[config.mk]
export PLATFORM = sky130hd
export DESIGN_NAME = bt656_ref_decoder
export DESIGN_NICKNAME = d
export VERILOG_FILES = /design/src/rtl/bt656_pkg.sv /design/src/rtl/bt656_rst_sync.sv /design/src/rtl/bt656_trs_finder.sv /design/src/rtl/bt656_word_check.sv /design/src/rtl/bt656_sync_gen.sv /design/src/rtl/bt656_line_meter.sv /design/src/rtl/bt656_ref_decoder.sv
export SDC_FILE = /design/constraint.sdc
export NUM_CORES = 1
export LEC_CHECK = 0
export BUFFER_PORTS_ARGS = -buffer_cell sky130_fd_sc_hd__buf_2
export CORE_MARGIN = 5
export CORE_UTILIZATION = 60
export DETAILED_ROUTE_END_ITERATION = 10
export PLACE_DENSITY = 0.8
export SYNTH_ARGS = -nofsm -noshare
export SYNTH_HDL_FRONTEND = slang
export SYNTH_SLANG_ARGS = --single-unit
[constraint.sdc]
create_clock -name clk -period 3.85 [get_ports clk]
set_input_delay 0.77 -clock clk [delete_from_list [all_inputs] [get_ports clk]]
set_output_delay 0.77 -clock clk [all_outputs]
set_load 0.1 [all_outputs]
[src/rtl/bt656_pkg.sv]
package bt656_pkg;

  typedef enum logic [1:0] {
    LS_NONE = 2'd0,
    LS_525  = 2'd1,
    LS_625  = 2'd2
  } line_cls_e;

  typedef struct packed {
    logic       lead;
    logic       fld;
    logic       vbl;
    logic       eav;
    logic [3:0] prot;
  } trs_word_t;

  function automatic logic [3:0] prot_bits(input logic f, input logic v, input logic h);
    return {v ^ h, f ^ h, f ^ v, f ^ v ^ h};
  endfunction

endpackage

[src/rtl/bt656_rst_sync.sv]
module bt656_rst_sync #(
  parameter int STAGES = 2
) (
  input  logic clk,
  input  logic rst_n,
  output logic rst_sync_n
);
  logic [STAGES-1:0] sh_q;

  always_ff @(posedge clk or negedge rst_n) begin
    if (!rst_n) sh_q <= '0;
    else        sh_q <= {sh_q[STAGES-2:0], 1'b1};
  end

  assign rst_sync_n = sh_q[STAGES-1];
endmodule

[src/rtl/bt656_trs_finder.sv]
module bt656_trs_finder #(
  parameter int DW      = 8,
  parameter int PRE_LEN = 3
) (
  input  logic          clk,
  input  logic          rst_n,
  input  logic          smp_en,
  input  logic [DW-1:0] din,
  output logic          word_hit
);
  // hist_q[0] is the newest accepted byte, hist_q[PRE_LEN-1] the oldest
  logic [DW-1:0]      hist_q [PRE_LEN];
  logic [DW-1:0]      hist_d [PRE_LEN];
  logic [PRE_LEN-1:0] pat_m;

  always_comb begin
    hist_d = hist_q;
    if (smp_en) begin
      hist_d[0] = din;
      for (int i = 1; i < PRE_LEN; i++) hist_d[i] = hist_q[i-1];
    end
  end

  always_ff @(posedge clk or negedge rst_n) begin
    if (!rst_n) begin
      for (int i = 0; i < PRE_LEN; i++) hist_q[i] <= '0;
    end else begin
      hist_q <= hist_d;
    end
  end

  for (genvar g = 0; g < PRE_LEN; g++) begin : g_pat
    if (g == PRE_LEN - 1) begin : g_ones
      assign pat_m[g] = (hist_q[g] == '1);
    end else begin : g_zero
      assign pat_m[g] = (hist_q[g] == '0);
    end
  end

  assign word_hit = smp_en & (&pat_m);
endmodule

[src/rtl/bt656_word_check.sv]
module bt656_word_check (
  input  logic [7:0] word,
  output logic       word_ok,
  output logic       fld,
  output logic       vbl,
  output logic       eav
);
  import bt656_pkg::*;

  trs_word_t w;

  assign w       = word;
  assign fld     = w.fld;
  assign vbl     = w.vbl;
  assign eav     = w.eav;
  assign word_ok = w.lead && (w.prot == prot_bits(w.fld, w.vbl, w.eav));
endmodule

[src/rtl/bt656_sync_gen.sv]
module bt656_sync_gen (
  input  logic clk,
  input  logic rst_n,
  input  logic smp_en,
  input  logic word_hit,
  input  logic word_ok,
  input  logic fld,
  input  logic vbl,
  input  logic eav,
  output logic hsync,
  output logic field,
  output logic vblank,
  output logic active,
  output logic phase,
  output logic err
);
  logic hs_q, fld_q, vbl_q, act_q, ph_q, err_q;
  logic hs_d, fld_d, vbl_d, act_d, ph_d, err_d;

  always_comb begin
    hs_d  = hs_q;
    fld_d = fld_q;
    vbl_d = vbl_q;
    act_d = act_q;
    ph_d  = ph_q;
    err_d = err_q;
    if (smp_en) begin
      hs_d  = 1'b0;
      err_d = 1'b0;
      ph_d  = ~ph_q;
      if (word_hit) begin
        if (!word_ok) begin
          err_d = 1'b1;
        end else if (eav) begin
          hs_d  = 1'b1;
          fld_d = fld;
          vbl_d = vbl;
          act_d = 1'b0;
        end else begin
          act_d = ~vbl;
          ph_d  = 1'b0;
        end
      end
    end
  end

  always_ff @(posedge clk or negedge rst_n) begin
    if (!rst_n) begin
      hs_q  <= 1'b0;
      fld_q <= 1'b0;
      vbl_q <= 1'b1;
      act_q <= 1'b0;
      ph_q  <= 1'b0;
      err_q <= 1'b0;
    end else begin
      hs_q  <= hs_d;
      fld_q <= fld_d;
      vbl_q <= vbl_d;
      act_q <= act_d;
      ph_q  <= ph_d;
      err_q <= err_d;
    end
  end

  assign hsync  = hs_q;
  assign field  = fld_q;
  assign vblank = vbl_q;
  assign active = act_q;
  assign phase  = ph_q;
  assign err    = err_q;

  AST_NO_EN_HOLD: assert property (@(posedge clk) disable iff (!rst_n)
    !smp_en |=> $stable({hs_q, fld_q, vbl_q, act_q, ph_q, err_q}));
  AST_BAD_WORD_DISCARD: assert property (@(posedge clk) disable iff (!rst_n)
    (smp_en && word_hit && !word_ok) |=> (!hs_q && err_q && $stable(act_q)));
  AST_HSYNC_SOURCE: assert property (@(posedge clk) disable iff (!rst_n)
    (smp_en && !(word_hit && word_ok && eav)) |=> !hs_q);
  AST_FV_ONLY_AT_EAV: assert property (@(posedge clk) disable iff (!rst_n)
    !(smp_en && word_hit && word_ok && eav) |=> ($stable(fld_q) && $stable(vbl_q)));
endmodule

[src/rtl/bt656_line_meter.sv]
module bt656_line_meter #(
  parameter int CNT_W   = 12,
  parameter int LEN_625 = 1728,
  parameter int LEN_525 = 1716
) (
  input  logic clk,
  input  logic rst_n,
  input  logic smp_en,
  input  logic eav_strobe,
  output logic std_valid,
  output logic std_625
);
  import bt656_pkg::*;

  localparam logic [CNT_W:0]   PER_625 = (CNT_W + 1)'(LEN_625);
  localparam logic [CNT_W:0]   PER_525 = (CNT_W + 1)'(LEN_525);
  localparam logic [CNT_W-1:0] CNT_MAX = '1;

  logic [CNT_W-1:0] cnt_q, cnt_d;
  logic [CNT_W:0]   period;
  line_cls_e        cls, prev_q, prev_d;
  logic             run_q, run_d;
  logic             have_q, have_d;
  logic             vld_q, vld_d;
  logic             s625_q, s625_d;

  assign period = {1'b0, cnt_q} + {{CNT_W{1'b0}}, 1'b1};

  always_comb begin
    if (cnt_q == CNT_MAX)      cls = LS_NONE;
    else if (period == PER_625) cls = LS_625;
    else if (period == PER_525) cls = LS_525;
    else                        cls = LS_NONE;
  end

  always_comb begin
    cnt_d  = cnt_q;
    prev_d = prev_q;
    run_d  = run_q;
    have_d = have_q;
    vld_d  = vld_q;
    s625_d = s625_q;
    if (smp_en) begin
      if (eav_strobe) cnt_d = '0;
      else if (cnt_q != CNT_MAX) cnt_d = cnt_q + 1'b1;
    end
    if (eav_strobe) begin
      run_d = 1'b1;
      if (run_q) begin
        if (have_q && (prev_q == cls)) begin
          if (cls == LS_NONE) begin
            vld_d = 1'b0;
          end else begin
            vld_d  = 1'b1;
            s625_d = (cls == LS_625);
          end
        end
        prev_d = cls;
        have_d = 1'b1;
      end
    end
  end

  always_ff @(posedge clk or negedge rst_n) begin
    if (!rst_n) begin
      cnt_q  <= '0;
      prev_q <= LS_NONE;
      run_q  <= 1'b0;
      have_q <= 1'b0;
      vld_q  <= 1'b0;
      s625_q <= 1'b0;
    end else begin
      cnt_q  <= cnt_d;
      prev_q <= prev_d;
      run_q  <= run_d;
      have_q <= have_d;
      vld_q  <= vld_d;
      s625_q <= s625_d;
    end
  end

  assign std_valid = vld_q;
  assign std_625   = s625_q;

  AST_CNT_RESTART: assert property (@(posedge clk) disable iff (!rst_n)
    eav_strobe |=> (cnt_q == '0));
  AST_STD_ONLY_AT_EAV: assert property (@(posedge clk) disable iff (!rst_n)
    !eav_strobe |=> ($stable(vld_q) && $stable(s625_q)));
  AST_STD_NEEDS_HISTORY: assert property (@(posedge clk) disable iff (!rst_n)
    $rose(vld_q) |-> $past(have_q));
endmodule

[src/rtl/bt656_ref_decoder.sv]
module bt656_ref_decoder #(
  parameter int CNT_W      = 12,
  parameter int LEN_625    = 1728,
  parameter int LEN_525    = 1716,
  parameter int RST_STAGES = 2
) (
  input  logic       clk,
  input  logic       rst_n,
  input  logic       sample_gate,
  input  logic [7:0] din,
  output logic       hsync_o,
  output logic       field_o,
  output logic       vblank_o,
  output logic       active_o,
  output logic       phase_o,
  output logic       err_o,
  output logic       std_valid_o,
  output logic       std_625_o
);
  localparam int DW      = 8;
  localparam int PRE_LEN = 3;

  logic rst_sync_n;
  logic smp_en;
  logic word_hit, word_ok, w_fld, w_vbl, w_eav;
  logic eav_strobe;

  assign smp_en     = ~sample_gate;
  assign eav_strobe = word_hit & word_ok & w_eav;

  bt656_rst_sync #(.STAGES(RST_STAGES)) u_rst (
    .clk        (clk),
    .rst_n      (rst_n),
    .rst_sync_n (rst_sync_n)
  );

  bt656_trs_finder #(.DW(DW), .PRE_LEN(PRE_LEN)) u_find (
    .clk      (clk),
    .rst_n    (rst_sync_n),
    .smp_en   (smp_en),
    .din      (din),
    .word_hit (word_hit)
  );

  bt656_word_check u_chk (
    .word    (din),
    .word_ok (word_ok),
    .fld     (w_fld),
    .vbl     (w_vbl),
    .eav     (w_eav)
  );

  bt656_sync_gen u_sync (
    .clk      (clk),
    .rst_n    (rst_sync_n),
    .smp_en   (smp_en),
    .word_hit (word_hit),
    .word_ok  (word_ok),
    .fld      (w_fld),
    .vbl      (w_vbl),
    .eav      (w_eav),
    .hsync    (hsync_o),
    .field    (field_o),
    .vblank   (vblank_o),
    .active   (active_o),
    .phase    (phase_o),
    .err      (err_o)
  );

  bt656_line_meter #(.CNT_W(CNT_W), .LEN_625(LEN_625), .LEN_525(LEN_525)) u_meter (
    .clk        (clk),
    .rst_n      (rst_sync_n),
    .smp_en     (smp_en),
    .eav_strobe (eav_strobe),
    .std_valid  (std_valid_o),
    .std_625    (std_625_o)
  );

  AST_HSYNC_ERR_EXCL: assert property (@(posedge clk) disable iff (!rst_sync_n)
    !(hsync_o && err_o));
endmodule

==> impl_metrics.env, run 1 <==
export IMPL_status="finished clean"
export IMPL_grt_setup_unrepaired="false"
export IMPL_grtUsageMet1=0.277
export IMPL_r2r_cells=7
export IMPL_cts_setup_buffers=0
export IMPL_grt_start_max_net_pins=49
export IMPL_worstReg2RegEnd="u_meter.std_valid"
export IMPL_setup_tns_ns=0
export IMPL_cp_max_fo=14
export IMPL_die_h_microns=75.4
export IMPL_required_ns=4.04
export IMPL_globalplace_congestion=0.840
export IMPL_first_pass_iters=4
export IMPL_cts_buffers_inserted=5
export IMPL_fin_cells=290
export IMPL_hp_class="in2async"
export IMPL_async_flop_share=1.00
export IMPL_via_per_inst=6.14
export IMPL_grt_overflow_total=0
export IMPL_gr_max_usage_layer="met2"
export IMPL_reg2reg_from="u_meter.cnt_q[1]"
export IMPL_antenna_found_initial=0
export IMPL_core_area_sq_um=4090
export IMPL_h_tree_depth=2
export IMPL_clockBufferDepth=2
export IMPL_arrival_ns=2.99
export IMPL_p_per_area_nw_per_um2=453
export IMPL_seq_area_frac_synth=0.488
export IMPL_finClkSkew_ns=0.00572
export IMPL_dp_cells=282
export IMPL_vias=1780
export IMPL_syn_inst=225
export IMPL_synth_seq_cells=50
export IMPL_post_cts_resized=0
export IMPL_worstMarginPinSlew_ns=1.01
export IMPL_num_antenna_cells=0
export IMPL_synth_edff_count=0
export IMPL_finish_instance_area_sq_um=2760
export IMPL_finalMaxSlewViolations=0
export IMPL_clock_sinks=50
export IMPL_max_slew_margin_rel=0.330
export IMPL_ir_drop_uv=383
export IMPL_synth_ff_type="dfrtp_1"
export IMPL_cts_tree="built"
export IMPL_place_area_sq_um=2660
export IMPL_totalPowerFinal_mw=1.25
export IMPL_wl_per_cell_microns=16.4
export IMPL_start_kind="primary input"
export IMPL_syn_avg_cell_area_sq_um=11.4
export IMPL_clkSlewWorstSetupHoldPaths_ns=0.09
export IMPL_die_area_sq_um=5690
export IMPL_synth_net_count=239
export IMPL_initial_core_util=0.628
export IMPL_min_period_ns=2.80
export IMPL_yosysWarningCount=0
export IMPL_fmax_mhz=357
export IMPL_grt_total_usage=0.194
export IMPL_ys_types=55
export IMPL_wl_mm=4.75
export IMPL_p_leak_nw=1.20
export IMPL_clkLatencyLatePin_ns=0.30
export IMPL_ant_nets=0
export IMPL_drtIter0Drc=103
export IMPL_critPathKind="in2reg"
export IMPL_syn_area_sq_um=2570
export IMPL_grt_pass1_wl_mm=8.31
export IMPL_r2r_setup_slack_ns=1.28
export IMPL_met2_usage=0.287
export IMPL_io_pin_count=19
export IMPL_end_kind="register"
export IMPL_rows=23
export IMPL_drv_cap=0
export IMPL_final_layout_size_suffix_gt1_frac=0.267
export IMPL_nNetsFinal=253
export IMPL_portBuffers=18
export IMPL_ctsHoldBuffers=0
export IMPL_use_met3=0.0488
export IMPL_die_w_microns=75.4
export IMPL_setup_viol=0
export IMPL_fin_crit_sh=0.728
export IMPL_drc=0
export IMPL_hold_viol=0
export IMPL_grt_pass1_vias=1798
export IMPL_root_buffer="clkbuf_8"
export IMPL_area_growth_pct=7.56
export IMPL_place_hpwl_mm=3.28
## worst max-delay path, cell delays in order
cell and delay, ns:
buf_2 0.18, inv_1 0.10, ha_1 0.31, xnor2_1 0.16, nand3_1 0.16, a2111oi_4 0.54
and2_4 0.35, nand2_2 0.10, mux2_1 0.32
## Yosys cell counts (5+ instances only)
cell     count  area (sq um)
xor2_1       5          43.8
xnor2_1      6          52.6
nand2_1     14          52.6
a21oi_1      8          40.0
mux2_2      25           282
dfrtp_1     49          1230
inv_1        6          22.5
nor2_1      12          45.0
nand3_1      5          25.0
nor3_1       6          30.0
nand4_1      6          37.5
## worst max path at each step
| stage | depth (start not counted) | slack, ns | end | start |
|---|---|---|---|---|
| 2_1_floorplan | 10 | 1.14 | u_meter.cnt_q[7] | din[4] |
| 3_3_place_gp | 9 | 0.88 | u_meter.prev_q[1] | din[4] |
| 3_5_place_dp | 9 | 0.75 | u_meter.prev_q[1] | din[4] |
| 4_1_cts | 9 | 1.05 | u_meter.prev_q[1] | din[4] |
| 5_1_grt | 9 | 0.93 | u_meter.prev_q[0] | din[4] |
| 6_report | 9 | 1.05 | u_meter.prev_q[1] | din[4] |
## cell families after synthesis
family          share of synthesized area
compound gates                      0.119
xor+xnor                           0.0463
fa+ha+maj                          0.0146
mux                                 0.122
buf+inv                            0.0371
flops                               0.488
other cells                       0.00146
simple gates                        0.171
## cells in the final DEF (no fill, tap or decap), types with 3 or more instances in the layout
cell	n
o21ai_0	4
nor2_1	12
xor2_1	5
nor4bb_1	3
xnor2_1	6
o22ai_1	3
ha_1	3
nand3_1	5
inv_1	6
a22o_1	3
buf_2	18
clkbuf_8	7
nor4_1	4
mux2_2	25
or3_1	3
nand2_1	14
and3_1	4
nor3_1	6
nand4_1	6
nand4b_1	3
dfrtp_1	48
o21bai_1	3
a21oi_1	8
## metrics by stage
stage | setup WS (ns) | hold WS [ns] | util
2_1_floorplan | 1.14 | 0.331 | -
3_3_place_gp | 0.883 | 0.345 | 0.650
3_5_place_dp | 0.755 | 0.337 | 0.650
4_1_cts | 1.05 | 0.224 | 0.675
5_1_grt | 0.931 | 0.215 | 0.675
6_report | 1.05 | 0.231 | 0.675
## report_power, final
part	total [mW]	internal, mW	switching [mW]	leakage [nW]
clock	0.332	0.165	0.168	0.0544
combinational	0.225	0.104	0.120	0.537
sequential	0.694	0.594	0.0998	0.611
## per-layer routing
metal	routed length [microns]	vias up
met1	2290	873
met3	221	9
met5	0	-
met2	2150	41
li1	-	857
met4	90	0
## flip-flops by register name, summed over array words and instances, names as in the netlist
signal and cells:
u_meter.have_q 1, u_sync.err 1, u_sync.hsync 1, u_meter.std_625 1, u_sync.field 1, u_rst.sh_q 2
u_meter.run_q 1, u_meter.prev_q 2, u_sync.phase 1, u_sync.active 1, u_meter.cnt_q 12, u_sync.vblank 1
u_meter.std_valid 1, u_find.hist_q 24
## area by class of cell
class,instances,area (sq um)
fillers,319,1330
clock buffers,7,96.3
multi-input cells,157,1220
repair buffers,19,97.6
clock inverters,1,8.76
inverters,6,22.5
well taps,50,62.6
flip-flops and latches,50,1250
(Power assumes the default switching activity.)
==> run 2, diff against run 1 <==
--- a/config.mk
+++ b/config.mk
@@ -7,9 +7,9 @@
 export LEC_CHECK = 0
 export BUFFER_PORTS_ARGS = -buffer_cell sky130_fd_sc_hd__buf_2
 export CORE_MARGIN = 5
-export CORE_UTILIZATION = 60
+export CORE_UTILIZATION = 54
 export DETAILED_ROUTE_END_ITERATION = 10
-export PLACE_DENSITY = 0.8
+export PLACE_DENSITY = 0.76
 export SYNTH_ARGS = -nofsm -noshare
 export SYNTH_HDL_FRONTEND = slang
 export SYNTH_SLANG_ARGS = --single-unit
==> constraint.sdc (replaced) <==
create_clock -name clk -period 2.4 [get_ports clk]
set_input_delay 0.48 -clock clk [delete_from_list [all_inputs] [get_ports clk]]
set_output_delay 0.48 -clock clk [all_outputs]
set_load 0.1 [all_outputs]
==> impl_metrics.env, run 2 (synthesis results as in run 1) <==
export IMPL_die_area_sq_um=6230
export IMPL_required_ns=2.58
export IMPL_area_growth_pct=13.7
export IMPL_post_cts_resized=0
export IMPL_fin_crit_sh=0.911
export IMPL_final_layout_size_suffix_gt1_frac=0.319
export IMPL_cts_setup_buffers=0
export IMPL_grt_pass1_wl_mm=9.20
export IMPL_finalMaxSlewViolations=0
export IMPL_first_pass_iters=4
export IMPL_vias=1872
export IMPL_status="finished clean"
export IMPL_timing_hold_ws_ns=0.125
export IMPL_drtIter0Drc=150
export IMPL_fill_cells=365
export IMPL_ant_nets=0
export IMPL_nNetsFinal=273
export IMPL_grt_overflow_total=0
export IMPL_rows=25
export IMPL_top_register="u_find.hist_q"
export IMPL_largestRegisters="u_find.hist_q (24), u_meter.cnt_q (12)"
export IMPL_h_tree_depth=2
export IMPL_setup_viol=0
export IMPL_end_kind="register"
export IMPL_clkLatencyLatePin_ns=0.29
export IMPL_globalplace_congestion=0.795
export IMPL_largest_register_ffs=24
export IMPL_fmax_mhz=457
export IMPL_layout_commonest_cell="dfrtp_1"
export IMPL_p_leak_nw=1.30
export IMPL_arrival_ns=2.37
export IMPL_initial_core_util=0.551
export IMPL_finClkSkew_ns=0.00516
export IMPL_io_pin_count=19
export IMPL_portBuffers=18
export IMPL_layout_common_cells="dfrtp_1 (48), mux2_2 (25), buf_4 (20), buf_2 (18), nand2_1 (14)"
export IMPL_cp_max_fo=6
export IMPL_drv_cap=0
export IMPL_clkSlewWorstSetupHoldPaths_ns=0.09
export IMPL_core_area_sq_um=4660
export IMPL_start_kind="register"
export IMPL_p_per_area_nw_per_um2=714
export IMPL_max_slew_margin_rel=0.633
export IMPL_grt_start_max_net_pins=42
export IMPL_cts_buffers_inserted=5
export IMPL_ctsHoldBuffers=1
export IMPL_ir_drop_uv=543
export IMPL_antenna_found_initial=0
export IMPL_hold_viol=0
export IMPL_min_period_ns=2.19
export IMPL_die_h_microns=78.9
export IMPL_wl_per_cell_microns=16.2
export IMPL_clockBufferDepth=2
export IMPL_place_hpwl_mm=3.75
export IMPL_grt_total_usage=0.185
export IMPL_wl_mm=5.08
export IMPL_cts_tree="built"
export IMPL_via_per_inst=5.96
export IMPL_num_antenna_cells=0
export IMPL_die_w_microns=78.9
export IMPL_setup_tns_ns=0
export IMPL_grt_setup_unrepaired="false"
export IMPL_clock_sinks=50
export IMPL_critPathKind="reg2reg"
export IMPL_root_buffer="clkbuf_8"
export IMPL_grt_pass1_vias=1943
export IMPL_worstMarginPinSlew_ns=0.544
export IMPL_drc=0
export IMPL_hp_class="reg2async"
[run 2: cell count changes in the layout (fill, tap and decap cells not counted), sizes merged]
cell,before,now
buf,19,38
dlygate4sd3,0,1
[run 2: worst paths after layout]
kind	from	depth (start not counted)	slack [ns]	endpoint
setup / recovery	u_meter.cnt_q[0]	7	0.21	u_meter.std_valid
hold / removal	u_rst.sh_q[1]	0	0.12	u_meter.prev_q[1]
setup reg to reg	u_meter.cnt_q[0]	7	0.21	u_meter.std_valid
hold reg to reg	u_rst.sh_q[1]	0	0.12	u_meter.prev_q[1]
max in group asynchronous	u_rst.sh_q[1]	1	1.50	u_sync.vblank
min in group clk	u_rst.sh_q[0]	0	0.37	u_rst.sh_q[1]
[run 2: worst max-delay path: stages, from the launching register on]
cell and delay, ns:
dfrtp_1 0.47, ha_1 0.20, nand3_1 0.14, nor4_1 0.27
o22ai_1 0.21, or4_1 0.54, a21oi_1 0.20, a221oi_2 0.05
[run 2: routing by layer]
layer	up-vias	track usage	part of all wire
li1	904	-	-
met1	934	0.250	0.47
met2	30	0.303	0.50
met3	4	0.0329	0.031
met4	0	0.0584	0.0061
met5	-	0	0
[run 2: area by class of cell]
class,instances,area (sq um),share of cell area
clock buffers,7,96.3,0.0330
flip-flops and latches,50,1250,0.430
well taps,54,67.6,0.0232
repair buffers,39,250,0.0858
inverters,6,22.5,0.00772
clock inverters,1,8.76,0.00300
multi-input cells,157,1220,0.418
[run 2: power by group]
group / internal [mW] / switching (mW) / total [mW]
combinational: 0.222 / 0.292 / 0.514
sequential: 0.954 / 0.0847 / 1.04
clock: 0.264 / 0.267 / 0.531
total: 1.44 / 0.644 / 2.08
[run 2: metrics by stage]
step / setup slack [ns] / std cells / utilization / cell area (sq um) / power (mW)
floorplan: 0.102 / 225 / - / 2570 / 1.41
global placement: 0.0894 / 305 / 0.601 / 2800 / 1.54
detailed placement: 0.0419 / 305 / 0.601 / 2800 / 1.57
CTS: 0.226 / 314 / 0.626 / 2920 / 2.10
global route: 0.0117 / 314 / 0.626 / 2920 / 2.19
finish: 0.213 / 314 / 0.626 / 2920 / 2.08
==> run 3, diff against run 2 <==
--- a/config.mk
+++ b/config.mk
@@ -5,6 +5,7 @@
 export SDC_FILE = /design/constraint.sdc
 export NUM_CORES = 1
 export LEC_CHECK = 0
+export ABC_AREA = 1
 export BUFFER_PORTS_ARGS = -buffer_cell sky130_fd_sc_hd__buf_2
 export CORE_MARGIN = 5
 export CORE_UTILIZATION = 54
==> impl_metrics.env, run 3 <==
export IMPL_r2r_cells=15
export IMPL_first_pass_iters=5
export IMPL_yosysTopAreaCell="dfrtp_1"
export IMPL_clock_sinks=50
export IMPL_finish_instance_area_sq_um=2850
export IMPL_p_per_area_nw_per_um2=697
export IMPL_final_layout_size_suffix_gt1_frac=0.173
export IMPL_syn_area_sq_um=2580
export IMPL_synth_top_area_share=0.474
export IMPL_drc=0
export IMPL_worstReg2RegEnd="u_meter.std_625"
export IMPL_die_w_microns=79.2
export IMPL_synth_seq_cells=50
export IMPL_cts_setup_buffers=0
export IMPL_globalplace_congestion=0.865
export IMPL_p_leak_nw=1.44
export IMPL_required_ns=2.61
export IMPL_ys_top_cells_by_area="dfrtp_1 (47%), nand2_1 (14%), o21ai_0 (5.8%)"
export IMPL_layout_common_cells="nand2_1 (98), dfrtp_1 (47), inv_1 (31), o21ai_0 (30), nand3_1 (26)"
export IMPL_cts_buffers_inserted=5
export IMPL_fin_crit_sh=0.889
export IMPL_core_area_sq_um=4690
export IMPL_timing_hold_ws_ns=0.224
export IMPL_yosysMostFrequentCell="nand2_1"
export IMPL_wl_mm=5.44
export IMPL_grt_setup_unrepaired="false"
export IMPL_grtUsageMet1=0.278
export IMPL_seq_area_frac_synth=0.485
export IMPL_top_register="u_find.hist_q"
export IMPL_met2_usage=0.295
export IMPL_grt_total_usage=0.196
export IMPL_fill_cells=401
export IMPL_regArea_sq_um=1250
export IMPL_cp_max_fo=6
export IMPL_die_h_microns=79.2
export IMPL_largest_register_ffs=24
export IMPL_finClkSkew_ns=0.00586
export IMPL_gr_max_usage_layer="met2"
export IMPL_via_per_inst=5.43
export IMPL_place_hpwl_mm=4.04
export IMPL_multi_input_area_sq_um=1160
export IMPL_synth_edff_count=0
export IMPL_wl_per_cell_microns=13.6
export IMPL_finalMaxSlewViolations=0
export IMPL_ir_drop_uv=610
export IMPL_grt_pass1_wl_mm=9.66
export IMPL_async_flop_share=1.00
export IMPL_num_antenna_cells=0
export IMPL_synth_ff_type="dfrtp_1"
export IMPL_arrival_ns=2.34
export IMPL_initial_core_util=0.551
export IMPL_layout_commonest_cell="nand2_1"
export IMPL_clkLatencyLatePin_ns=0.31
export IMPL_critPathKind="reg2reg"
export IMPL_fmax_mhz=469
export IMPL_totalPowerFinal_mw=1.99
export IMPL_cts_tree="built"
export IMPL_end_kind="register"
export IMPL_fin_cells=401
export IMPL_use_met3=0.0385
export IMPL_reg2reg_from="u_meter.cnt_q[0]"
export IMPL_clkSlewWorstSetupHoldPaths_ns=0.09
export IMPL_syn_avg_cell_area_sq_um=8.05
export IMPL_min_period_ns=2.13
export IMPL_ys_types=37
export IMPL_setup_viol=0
export IMPL_h_tree_depth=2
export IMPL_place_area_sq_um=2740
export IMPL_ant_nets=0
export IMPL_r2r_setup_slack_ns=0.27
export IMPL_status="finished clean"
export IMPL_antenna_found_initial=0
export IMPL_portBuffers=18
export IMPL_vias=2177
export IMPL_setup_tns_ns=0
export IMPL_drtIter0Drc=215
export IMPL_grt_pass1_vias=2115
export IMPL_io_pin_count=19
export IMPL_hold_viol=0
export IMPL_root_buffer="clkbuf_8"
export IMPL_drv_cap=0
export IMPL_nNetsFinal=360
export IMPL_area_growth_pct=10.4
export IMPL_synth_common_cells="nand2_1 (98), dfrtp_1 (49), inv_1 (31)"
export IMPL_yosysWarningCount=0
export IMPL_die_area_sq_um=6270
export IMPL_start_kind="register"
export IMPL_clockBufferDepth=2
export IMPL_syn_inst=321
export IMPL_largestRegisters="u_find.hist_q (24), u_meter.cnt_q (12)"
export IMPL_synth_net_count=335
export IMPL_dp_cells=392
export IMPL_rows=25
export IMPL_grt_overflow_total=0
export IMPL_grt_start_max_net_pins=45
export IMPL_hp_class="reg2async"
run 3: repair_timing:
| item | in CTS | in global routing |
|---|---|---|
| hold buffers | 1 | 0 |
| gates resized for setup | 0 | 2 |
| endpoints found under the hold margin | 2 | 0 |
| setup endpoints to repair | 0 | 1 |
run 3: critical path: stages, from the launching register on:
cell and delay, ns:
dfrtp_2 0.46, ha_1 0.25, nand2_1 0.11, inv_1 0.06, nor2_2 0.14, nand2_1 0.07
nor2_1 0.12, nand2_1 0.06, nor2_1 0.13, nand3_1 0.12, nand2_1 0.08, nand2_1 0.04
nor2_1 0.15, nand3_1 0.12, nand2_1 0.07, nand2_1 0.05
run 3: layer usage:
layer | vias to the layer above | routed length (microns)
li1 | 1084 | -
met1 | 1019 | 2620
met2 | 61 | 2440
met3 | 13 | 249
met4 | 0 | 136
met5 | - | 0
run 3: worst max-delay path by stage:
stage,startpoint,endpoint,depth (start not counted),slack [ns]
after global placement,din[5],u_meter.cnt_q[10],14,0.15
after detailed placement,din[5],u_meter.cnt_q[7],13,0.09
after CTS,u_meter.cnt_q[0],u_meter.std_625,15,0.17
final,u_meter.cnt_q[0],u_meter.std_625,15,0.27
after floorplan,din[4],u_meter.cnt_q[3],12,0.25
after global routing,u_meter.cnt_q[1],u_meter.std_625,14,0.02
run 3: where the power goes:
part	internal, mW	switching, mW
clock network	0.239	0.285
registers	0.944	0.103
logic	0.132	0.287
total	1.31	0.675
run 3: stage by stage:
step           worst slack, ns  utilization
6_report                 0.266        0.608
5_1_grt                 0.0170        0.608
4_1_cts                  0.169        0.607
3_5_place_dp            0.0925        0.585
3_3_place_gp             0.149        0.585
2_1_floorplan            0.246            -
run 3: layout make-up:
| class | instances | area share |
|---|---|---|
| flip-flops and latches | 50 | 0.440 |
| multi-input cells | 229 | 0.406 |
| repair buffers | 25 | 0.0509 |
| inverters | 35 | 0.0461 |
| clock buffers | 7 | 0.0303 |
| well taps | 54 | 0.0237 |
| clock inverters | 1 | 0.00307 |
run 3: logic make-up (layout without fill, tap and decap cells):
logic type	after synthesis	in the layout	share of synthesized area
AO/OA/AOI/OAI	40	40	0.0881
XOR/XNOR	3	3	0.0102
adder cells (fa/ha/maj)	3	3	0.0145
buffers and inverters	42	68	0.0682
flip-flops	50	50	0.485
multiplexers	2	2	0.00823
other	1	1	0.00145
AND/OR/NAND/NOR	180	180	0.325
